File: src/rtl/mbox_pkg.sv
package mbox_pkg;
  // Buffer geometry: 4 KiB per buffer, receive then transmit, four port slots.
  localparam int BUF_AW = 12;
  localparam int WIN_AW = BUF_AW + 3;
  localparam int MAX_PORTS = 4;

  // Configuration word offsets (bytes).
  localparam logic [6:0] OFF_FLAGS = 7'h7C;
  localparam logic [6:0] OFF_IEN   = 7'h78;
  localparam logic [6:0] OFF_VER   = 7'h74;
  localparam logic [6:0] OFF_ICLR  = 7'h70;

  // Flag word field positions: transmit-busy low nibble, receive-ready next.
  localparam int TX_LO = 0;
  localparam int RX_LO = 4;

  // Packet header convention shared with software.
  localparam int HDR_BYTES   = 8;
  localparam int MAX_PAYLOAD = (1 << BUF_AW) - HDR_BYTES;

  typedef struct packed {
    logic [1:0]        port;
    logic              is_tx;
    logic [BUF_AW-1:0] off;
  } buf_loc_t;

  function automatic buf_loc_t buf_locate(input logic [WIN_AW-1:0] a);
    buf_loc_t r;
    r.port  = a[WIN_AW-1 -: 2];
    r.is_tx = a[BUF_AW];
    r.off   = a[BUF_AW-1:0];
    return r;
  endfunction

  function automatic logic [31:0] ver_word(input logic [7:0] maj,
                                           input logic [7:0] min,
                                           input logic [15:0] build);
    return {maj, min, build};
  endfunction
endpackage

File: src/rtl/mbox_flag_cell.sv
module mbox_flag_cell (
  input  logic clk,
  input  logic rst_n,
  input  logic host_set,
  input  logic host_ack,
  input  logic dev_done,
  input  logic dev_put,
  output logic busy,
  output logic ready,
  output logic ev
);
  logic busy_nx, ready_nx;

  // Device strobes take priority over host writes.
  always_comb begin
    busy_nx  = dev_done ? 1'b0 : (host_set ? 1'b1 : busy);
    ready_nx = dev_put  ? 1'b1 : (host_ack ? 1'b0 : ready);
  end

  assign ev = (busy & ~busy_nx) | (~ready & ready_nx);

  always_ff @(posedge clk) begin
    if (!rst_n) begin
      busy  <= 1'b0;
      ready <= 1'b0;
    end else begin
      busy  <= busy_nx;
      ready <= ready_nx;
    end
  end
endmodule

File: src/rtl/mbox_irq.sv
module mbox_irq (
  input  logic clk,
  input  logic rst_n,
  input  logic en_wr,
  input  logic en_val,
  input  logic clr_wr,
  input  logic ev_any,
  output logic irq_en,
  output logic pend,
  output logic irq
);
  always_ff @(posedge clk) begin
    if (!rst_n) begin
      irq_en <= 1'b0;
      pend   <= 1'b0;
    end else begin
      if (en_wr) irq_en <= en_val;
      pend <= ev_any | (pend & ~clr_wr);
    end
  end

  assign irq = irq_en & pend;
endmodule

File: src/rtl/mbox_bufdec.sv
module mbox_bufdec
  import mbox_pkg::*;
#(
  parameter int NPORTS = 4
) (
  input  logic              sel,
  input  logic [WIN_AW-1:0] addr,
  output logic              hit,
  output logic [1:0]        port,
  output logic              is_tx,
  output logic [BUF_AW-1:0] off
);
  buf_loc_t loc;

  always_comb begin
    loc   = buf_locate(addr);
    port  = loc.port;
    is_tx = loc.is_tx;
    off   = loc.off;
    hit   = sel && (int'(loc.port) < NPORTS);
  end
endmodule

File: src/rtl/mbox_ctrl.sv
module mbox_ctrl
  import mbox_pkg::*;
#(
  parameter int          NPORTS    = 4,
  parameter logic [7:0]  VER_MAJOR = 8'h02,
  parameter logic [7:0]  VER_MINOR = 8'h05,
  parameter logic [15:0] VER_BUILD = 16'h1A2B
) (
  input  logic              clk,
  input  logic              rst_n,
  input  logic              host_cfg_sel,
  input  logic              host_buf_sel,
  input  logic              host_wr,
  input  logic [14:0]       host_addr,
  input  logic [31:0]       host_wdata,
  output logic [31:0]       host_rdata,
  output logic              buf_hit,
  output logic [1:0]        buf_port,
  output logic              buf_is_tx,
  output logic [11:0]       buf_off,
  input  logic [NPORTS-1:0] dev_tx_done,
  input  logic [NPORTS-1:0] dev_rx_put,
  output logic [NPORTS-1:0] tx_busy,
  output logic [NPORTS-1:0] rx_ready,
  output logic              irq
);
  localparam int CFG_AW = 7;

  logic [CFG_AW-1:0] cfg_off;
  logic              cfg_wr, cfg_flag_wr, cfg_ien_wr, cfg_clr_wr;
  logic [NPORTS-1:0] cell_ev;
  logic              ev_any, irq_en, irq_pend;
  logic [31:0]       flag_word;

  assign cfg_off     = host_addr[CFG_AW-1:0];
  assign cfg_wr      = host_cfg_sel & host_wr;
  assign cfg_flag_wr = cfg_wr & (cfg_off == OFF_FLAGS);
  assign cfg_ien_wr  = cfg_wr & (cfg_off == OFF_IEN);
  assign cfg_clr_wr  = cfg_wr & (cfg_off == OFF_ICLR);

  for (genvar p = 0; p < NPORTS; p++) begin : g_port
    mbox_flag_cell u_cell (
      .clk      (clk),
      .rst_n    (rst_n),
      .host_set (cfg_flag_wr & host_wdata[TX_LO+p]),
      .host_ack (cfg_flag_wr & host_wdata[RX_LO+p]),
      .dev_done (dev_tx_done[p]),
      .dev_put  (dev_rx_put[p]),
      .busy     (tx_busy[p]),
      .ready    (rx_ready[p]),
      .ev       (cell_ev[p])
    );
  end

  assign ev_any = |cell_ev;

  mbox_irq u_irq (
    .clk    (clk),
    .rst_n  (rst_n),
    .en_wr  (cfg_ien_wr),
    .en_val (host_wdata[0]),
    .clr_wr (cfg_clr_wr),
    .ev_any (ev_any),
    .irq_en (irq_en),
    .pend   (irq_pend),
    .irq    (irq)
  );

  mbox_bufdec #(.NPORTS(NPORTS)) u_bufdec (
    .sel   (host_buf_sel),
    .addr  (host_addr),
    .hit   (buf_hit),
    .port  (buf_port),
    .is_tx (buf_is_tx),
    .off   (buf_off)
  );

  always_comb begin
    flag_word = '0;
    for (int p = 0; p < NPORTS; p++) begin
      flag_word[TX_LO+p] = tx_busy[p];
      flag_word[RX_LO+p] = rx_ready[p];
    end
  end

  always_comb begin
    host_rdata = '0;
    if (host_cfg_sel) begin
      unique case (cfg_off)
        OFF_FLAGS: host_rdata = flag_word;
        OFF_IEN:   host_rdata = {31'b0, irq_en};
        OFF_VER:   host_rdata = ver_word(VER_MAJOR, VER_MINOR, VER_BUILD);
        default:   host_rdata = '0;
      endcase
    end
  end
endmodule

File: config.mk
export PLATFORM = sky130hd
export DESIGN_NAME = mbox_ctrl
export DESIGN_NICKNAME = d
export VERILOG_FILES = /design/src/rtl/mbox_pkg.sv /design/src/rtl/mbox_flag_cell.sv /design/src/rtl/mbox_irq.sv /design/src/rtl/mbox_bufdec.sv /design/src/rtl/mbox_ctrl.sv
export SDC_FILE = /design/constraint.sdc
export NUM_CORES = 1
export LEC_CHECK = 0
export ABC_AREA = 1
export BUFFER_PORTS_ARGS = -buffer_cell sky130_fd_sc_hd__buf_2
export CAP_MARGIN = 40
export CELL_PAD_IN_SITES_DETAIL_PLACEMENT = 0
export CELL_PAD_IN_SITES_GLOBAL_PLACEMENT = 2
export CORE_ASPECT_RATIO = 1.4
export CORE_MARGIN = 5
export CORE_UTILIZATION = 15
export DETAILED_ROUTE_END_ITERATION = 6
export PLACE_DENSITY = 0.82
export SYNTH_ARGS = -nofsm -noshare
export SYNTH_HDL_FRONTEND = slang
export SYNTH_SLANG_ARGS = --single-unit
File: constraint.sdc
create_clock -name clk -period 2.69 [get_ports clk]
set_input_delay 0.269 -clock clk [delete_from_list [all_inputs] [get_ports clk]]
set_output_delay 0.269 -clock clk [all_outputs]
set_load 0.05 [all_outputs]
==> results.yml, run 1 <==
power:
  p_leak_uw: 0.000620
  pwr-share-seq: 0.334
  ir_drop_uv: 101
  combPwrFrac: 0.338
  p_int_uw: 284
  switchingPower_uw: 187
  p_sw_frac: 0.398
  power_frac_clock: 0.328
  powerDensity_nw_per_um2: 417
sta:
  finalCritPeriodShare: 0.624
  rsz0062_at_grt: "false"
  skew_ns: 0.00288
  drv_slew: 0
  hold_viol: 0
  max_freq_ghz: 0.596
  fin_crit_ns: 1.68
  setup_tns_ns: 0
  final-setup-viol-count: 0
final_layout:
  multi_input_area_um2: 432
  final_nets: 237
  n_fill_cell: 788
  fin_area_um2: 1130
  diodes: 0
  drive_gt1_frac: 0.423
  regArea_um2: 200
  syn2layout_area_growth_pct: 12.5
placed_design:
  portBuffers: 56
  dp_hpwl_um: 2480
  placed_area_um2: 1090
  gp_congestion: 0.705
worst_setup_path:
  r2r_cells: 5
  timing.rr.start: "g_port[3].u_cell.ready"
  crit_fanout: 8
  r2r_setup_slack_ns: 1.83
  cp-end-kind: "output pin"
  arrival_ns: 1.41
  timing.rr.end: "u_irq.pend"
  endpoint: "host_rdata[5]"
  critPathKind: "input port to output pin"
  crit_start: "host_addr[0]"
  crit_required_ns: 2.42
  critical_path.startpoint_type: "input port"
detailed_routing:
  wire_per_inst_um: 11.4
  routed_via_density: 3.56
  drt-pass1-iter-count: 2
  wl_um: 2850
  postRouteAntennaNets: 0
  drc_errors: 0
  vias: 886
  first_iter_violations: 9
synth:
  ys_ff_latch: 10
  syn_area_per_cell_um2: 6.87
  synth_common_cells: "buf_4, nand2_1, inv_1"
  ys_seq_area_frac: 0.200
  synth_area_um2: 1000
  synthArstFlopShare: 0
  synth_top_area_frac: 0.359
  synthCells: 146
  synth.distinct_cells: 19
  ys.flop_type: "dfxtp_1"
  synth-edff-count: 0
  synth_top_cell_by_area: "buf_4"
  synth_area_leaders: "buf_4, dfxtp_1, nand2_1, inv_1, nand4_1"
  yosys_warnings: 0
  synth_most_common_cell: "buf_4"
clocking:
  clockBufferDepth: 2
  clk_latency_ns: 0.23
  cts-root-buf: "clkbuf_8"
  cts_sinks: 10
  clkSlewWorstSetupHoldPaths_ns: 0.05
  numCtsBuffers: 3
  hold_buffers: 0
  cts_resized: 0
  cts_post_setup_buffers_inserted: 0
  cts_max_level: 1
  cts_tree: "yes"
floorplanning:
  core_area_um2: 6570
  die_w_um: 79.1
  die_area_um2: 8450
  placementRows: 35
  start_util: 0.153
  die_h_um: 107
  ios: 117
global_routing:
  track_usage: 0.0673
  grt_pass1_wl_um: 4280
  grt-ovfl-total: 0
  grt_pass1_vias: 908
  grt_max_degree: 11
  grt_antenna_before_repair: 0
hold_path:
  min_path_type: "input port to register"
run:
  drv_cap: 0
status:
  status: "completed"
## power by group through the flow
stage / registers (uW) / clock network, uW / logic (uW)
global route: 158 / 164 / 170
finish: 157 / 154 / 159
global placement: 160 / 0 / 159
CTS: 157 / 162 / 161
floorplan: 160 / 0 / 190
detailed placement: 160 / 0 / 160
## logic make-up (layout without fill, tap and decap cells)
group / count (synthesis) / in the layout / synth area share
compound gates: 14 / 14 / 0.0873
buf+inv: 68 / 80 / 0.434
flops: 10 / 10 / 0.199
other cells: 1 / 18 / 0.00374
simple gates: 53 / 53 / 0.276
## layer usage
metal,track usage,routed length (um),vias to the layer above
li1,-,-,447
met1,0.0685,990,379
met2,0.120,1400,55
met3,0.0277,415,5
met4,0.0258,39,0
met5,0,0,-
## metrics by stage
step / power (uW) / instances / worst slack [ns] / utilization / hold WS (ns)
2_1_floorplan: 350 / 163 / 0.565 / - / 0.403
3_3_place_gp: 320 / 246 / 0.988 / 0.166 / 0.457
3_5_place_dp: 320 / 246 / 0.974 / 0.166 / 0.465
4_1_cts: 480 / 249 / 0.944 / 0.172 / 0.277
5_1_grt: 493 / 249 / 0.880 / 0.172 / 0.284
6_report: 471 / 249 / 1.01 / 0.172 / 0.280
## worst min path at each step
stage / from / to / slack [ns] / depth (start not counted)
CTS: dev_rx_put[1] / g_port[1].u_cell.ready / 0.28 / 3
floorplan: dev_rx_put[0] / g_port[0].u_cell.ready / 0.40 / 2
global route: dev_rx_put[1] / g_port[1].u_cell.ready / 0.28 / 3
global placement: u_irq.pend / u_irq.pend / 0.46 / 2
finish: dev_rx_put[1] / g_port[1].u_cell.ready / 0.28 / 3
detailed placement: u_irq.pend / u_irq.pend / 0.46 / 2
## sequential cells by signal, indices dropped and copies added (netlist names)
| signal | count |
|---|---|
| g_port.u_cell.busy | 4 |
| g_port.u_cell.ready | 4 |
| u_irq.irq_en | 1 |
| u_irq.pend | 1 |
## critical path: stages
cell,delay [ns]
buf_2,0.11
inv_1,0.04
nand2_1,0.10
nor2_4,0.21
nand3_4,0.16
o21ai_0,0.21
buf_2,0.30
## final cells by class
type | count | area share
clock buffers | 3 | 0.0366
repair buffers | 57 | 0.255
well taps | 74 | 0.0820
flip-flops and latches | 10 | 0.177
inverters | 20 | 0.0665
multi-input cells | 85 | 0.382
## layout by cell type, fill, tap and decap left out
cell / n
nor2_4: 2
o21ai_0: 3
nand2_1: 23
nand3_1: 1
dfxtp_1: 10
nand2_4: 1
clkinv_1: 1
a21oi_2: 4
clkbuf_8: 3
nor2_1: 9
inv_1: 19
conb_1: 18
nand2_2: 1
nand3_4: 1
buf_4: 1
nor2_2: 1
a21oi_1: 6
nand4_1: 10
or2_2: 4
o211ai_1: 1
buf_2: 56
Power figures use the tool's default switching activity.
==> run 2: changes to the inputs <==
- CORE_UTILIZATION: 15 -> 14
- PLACE_DENSITY: 0.82 -> 0.77
- clock period: 2.69 -> 1.6 ns (I/O delays scaled with it)
==> run 2 against run 1 <==
Against the previous run:
- sequential share of layout area fell by 0.90 points
- non-clock buffer count rose by 2
- worst hold slack got worse by 0.11 ns
- sequential power rose by 69%
- final area rose by 5.3%
- flip-flop and latch count did not move
- combinational power rose by 70%
- register-to-register slack got worse by 1.1 ns
==> results.yml, run 2 (synthesis results as in run 1) <==
status:
  status: "completed"
clocking:
  cts_sinks: 10
  cts_tree: "yes"
  cts_resized: 0
  clk_latency_ns: 0.23
  numCtsBuffers: 3
  hold_buffers: 0
  cts-root-buf: "clkbuf_8"
  cts_post_setup_buffers_inserted: 0
  cts_max_level: 1
  clkSlewWorstSetupHoldPaths_ns: 0.05
  clockBufferDepth: 2
detailed_routing:
  drc_errors: 0
  wl_um: 2870
  wire_per_inst_um: 10.5
  first_iter_violations: 23
  postRouteAntennaNets: 0
  routed_via_density: 3.22
  vias: 879
  drt-pass1-iter-count: 4
final_layout:
  final_nets: 239
  fin_util: 0.170
  drive_gt1_frac: 0.433
  diodes: 0
  fin_area_um2: 1190
  final_cell_mix: "buf_2, nand2_1, inv_1"
  reg.largest.list: "g_port.u_cell.busy (4), g_port.u_cell.ready (4)"
  syn2layout_area_growth_pct: 18.5
  final_common_cell: "buf_2"
sta:
  final-setup-viol-count: 0
  hold_viol: 0
  max_freq_ghz: 0.697
  setup_tns_ns: 0
  finalCritPeriodShare: 0.896
  rsz0062_at_grt: "false"
  drv_slew: 0
  fin_crit_ns: 1.43
  skew_ns: 0.00227
placed_design:
  dp_hpwl_um: 2460
  placed_area_um2: 1130
  gp_congestion: 0.672
  portBuffers: 56
global_routing:
  grt-ovfl-total: 0
  grt_pass1_wl_um: 4170
  grt_pass1_vias: 876
  grt_antenna_before_repair: 0
  grt_max_degree: 11
  track_usage: 0.0632
floorplanning:
  start_util: 0.144
  die_area_um2: 8980
  placementRows: 36
  die_w_um: 81.6
  ios: 117
  die_h_um: 110
  core_area_um2: 6980
worst_setup_path:
  cp_slowest_stage_delay_ns: 0.29
  endpoint: "host_rdata[18]"
  cp-end-kind: "output pin"
  crit_fanout: 6
  timing.rr.start: "g_port[1].u_cell.ready"
  crit_family: "buffers and inverters"
  timing.rr.end: "u_irq.pend"
  r2r_setup_slack_ns: 0.74
  critical_path.startpoint_type: "input port"
  path_buf_inv: 3
  critPathKind: "input port to output pin"
  path_cells: "buf_2 > nand2_1 > nor2_4 > nand4_1 > inv_1 > buf_2"
  cpMaxStageDelayCell: "nand4_1"
  crit_cells: 6
  r2r_cells: 5
  arrival_ns: 1.27
  cp_common_cell: "buf_2"
  crit_required_ns: 1.44
  crit_start: "host_addr[4]"
hold_path:
  hold_start: "host_wdata[1]"
  min_path_type: "input port to register"
power:
  ir_drop_uv: 199
  p_leak_uw: 0.000638
  powerDensity_nw_per_um2: 720
run:
  drv_cap: 0
run 2: changes by cell type in the layout (fill, tap and decap cells not counted):
| cell | delta |
|---|---|
| buf_4 | +2 |
| clkbuf_8 | +1 |
| nor2_2 | -1 |
| nor2_4 | +1 |
run 2: worst min path at each step:
| stage | cells past startpoint | end |
|---|---|---|
| final | 3 | g_port[1].u_cell.busy |
| after global routing | 3 | g_port[1].u_cell.busy |
| after CTS | 3 | g_port[1].u_cell.busy |
| after detailed placement | 0 | buf_hit |
| after global placement | 0 | buf_hit |
| after floorplan | 2 | g_port[0].u_cell.ready |
run 2: tightest hold or removal path, cell delays in order:
cell	delay [ns]
buf_2	0.09
nand2_1	0.07
a21oi_2	0.04
run 2: per-stage QoR:
step	hold slack, ns	std cells	setup WS [ns]	total power (uW)
after global placement	0.320	269	0.137	542
final	0.172	273	0.166	856
after detailed placement	0.320	269	0.115	543
after CTS	0.168	273	0.113	875
after floorplan	0.294	163	-0.268	591
after global routing	0.167	273	0.0456	909
run 2: per-layer routing:
metal / global-route usage / part of all wire
met5: 0 / 0
met4: 0.0242 / 0.0070
met1: 0.0724 / 0.40
met3: 0.0179 / 0.13
met2: 0.110 / 0.47
run 2: report_power, final:
group          leakage [uW]  switching [uW]  internal (uW)
logic              0.000527             215           55.3
registers         0.0000822            5.96            259
clock network     0.0000288             104            217
run 2: area by class of cell:
cell class | count | area [um2]
inverters | 20 | 75.1
clock buffers | 4 | 55.1
multi-input cells | 85 | 437
flip-flops and latches | 10 | 200
repair buffers | 59 | 303
well taps | 95 | 119
fillers | 803 | 5790
==> run 3: changes to the inputs <==
- CORE_MARGIN: 5 -> not set
- CORE_UTILIZATION: 14 -> 13
- PLACE_DENSITY: 0.77 -> 0.76
- SYNTH_HIERARCHICAL: not set -> 1
==> run 3 against run 2 <==
Against the previous run:
- synthesized cell count increased by 6.2%
- combinational power decreased by 4%
- maximum frequency increased by 0.58%
- worst hold slack got worse by 0.075 ns
- wire length decreased by 16%
- critical endpoint is now host_rdata[4]
- largest power group unchanged
==> results.yml, run 3 <==
sta:
  fin_crit_ns: 1.43
  max_freq_ghz: 0.701
  skew_ns: 0.00769
  drv_slew: 0
  finalCritPeriodShare: 0.891
  rsz0062_at_grt: "false"
  hold_viol: 0
  setup_tns_ns: 0
  final-setup-viol-count: 0
detailed_routing:
  routed_via_density: 3.17
  wire_per_inst_um: 8.33
  wl_um: 2420
  postRouteAntennaNets: 0
  drt-pass1-iter-count: 4
  first_iter_violations: 20
  vias: 918
  drc_errors: 0
floorplanning:
  die_w_um: 75.2
  placementRows: 37
  start_util: 0.133
  die_h_um: 105
  die_area_um2: 7860
  ios: 117
  core_area_um2: 7310
final_layout:
  final_cell_mix: "buf_2, inv_1, nand2_1"
  syn2layout_area_growth_pct: 23.6
  diodes: 0
  reg.largest.list: "g_port.u_cell/busy (4), g_port.u_cell/ready (4)"
  final_common_cell: "buf_2"
  fin_area_um2: 1210
  drive_gt1_frac: 0.363
  final_nets: 254
synth:
  yosys_warnings: 6
  synth_area_leaders: "buf_4, dfxtp_1, inv_1, nand2_1, nor2_1"
  ys_ff_latch: 10
  synth_area_um2: 976
  synth_most_common_cell: "buf_4"
  synthArstFlopShare: 0
  synthCells: 155
  ys_seq_area_frac: 0.205
  ys.flop_type: "dfxtp_1"
  syn_area_per_cell_um2: 6.30
  synth_common_cells: "buf_4, inv_1, nand2_1"
  synth.distinct_cells: 19
  synth-edff-count: 0
  synth_top_cell_by_area: "buf_4"
  synth_top_area_frac: 0.300
placed_design:
  placed_area_um2: 1150
  gp_congestion: 0.688
  portBuffers: 56
  dp_hpwl_um: 2040
power:
  p_leak_uw: 0.000736
  ir_drop_uv: 259
  finalPower_uw: 848
  powerDensity_nw_per_um2: 703
clocking:
  clockBufferDepth: 2
  cts_max_level: 1
  cts-root-buf: "clkbuf_8"
  cts_post_setup_buffers_inserted: 0
  cts_tree: "yes"
  cts_resized: 0
  hold_buffers: 0
  cts_sinks: 10
  numCtsBuffers: 3
  clk_latency_ns: 0.24
  clkSlewWorstSetupHoldPaths_ns: 0.06
worst_setup_path:
  cp-end-kind: "output pin"
  r2r_setup_slack_ns: 0.67
  cp_slowest_stage_delay_ns: 0.38
  cp_common_cell: "buf_2"
  critical_path.startpoint_type: "input port"
  crit_family: "simple AND/OR/NAND/NOR gates"
  path_buf_inv: 3
  crit_fanout: 6
  crit_required_ns: 1.44
  arrival_ns: 1.27
  critPathKind: "input port to output pin"
  cpMaxStageDelayCell: "nor3_4"
  path_cells: "buf_2 > nand3_1 > nor3_4 > inv_2 > nor2_1 > buf_2"
global_routing:
  grt_max_degree: 9
  grt_antenna_before_repair: 0
  grt_pass1_vias: 833
  track_usage: 0.0635
  grt-ovfl-total: 0
  grt_pass1_wl_um: 3770
run:
  drv_cap: 0
hold_path:
  min_path_type: "input port to register"
status:
  status: "completed"
-- run 3: path summary, 6_finish.rpt --
check	to	from	cells after the start
setup / recovery	host_rdata[4]	host_addr[6]	6
hold / removal	g_port[0].u_cell/busy	dev_tx_done[0]	2
setup reg to reg	u_irq/pend	g_port[1].u_cell/ready	5
hold reg to reg	u_irq/pend	u_irq/pend	2
-- run 3: routing by layer --
layer / GRT usage / up-vias / part of all wire
met3: 0.0136 / 2 / 0.10
met5: 0 / - / 0
met1: 0.0729 / 383 / 0.41
met2: 0.112 / 59 / 0.48
li1: - / 474 / -
met4: 0.0225 / 0 / 0.0046
-- run 3: cell families (layout without fill, tap and decap cells) --
logic type / Yosys count / after routing / synth area share
compound gates: 10 / 10 / 0.0551
flops: 10 / 10 / 0.205
buf+inv: 74 / 95 / 0.435
simple gates: 60 / 60 / 0.301
other cells: 1 / 18 / 0.00384
-- run 3: power breakdown --
group	internal, uW	total, uW	switching (uW)
combinational	50.1	260	209
clock	217	321	104
sequential	259	267	8.28
-- run 3: layout make-up --
cell class,count,area (um2)
clock buffer,4,55.1
inverter,35,131
timing repair buffer,56,283
tap,97,121
multi-input combinational,88,415
fill,888,6110
sequential,10,200
-- run 3: stage by stage --
step                hold WS, ns  std cells   util  setup WS [ns]
finish                   0.0972        290  0.165          0.174
floorplan                 0.231        172      -         0.0436
detailed placement        0.320        286  0.157          0.111
global placement          0.320        286  0.157          0.144
global route             0.0946        290  0.165        0.00228
CTS                      0.0939        290  0.165          0.103
-- run 3: worst register-to-register path: cells and delay by family (launching register included) --
family | cells | cell delay, ns
AO/OA/AOI/OAI | 2 | 0.35
flip-flops | 1 | 0.34
AND/OR/NAND/NOR | 2 | 0.14
buffers and inverters | 1 | 0.04
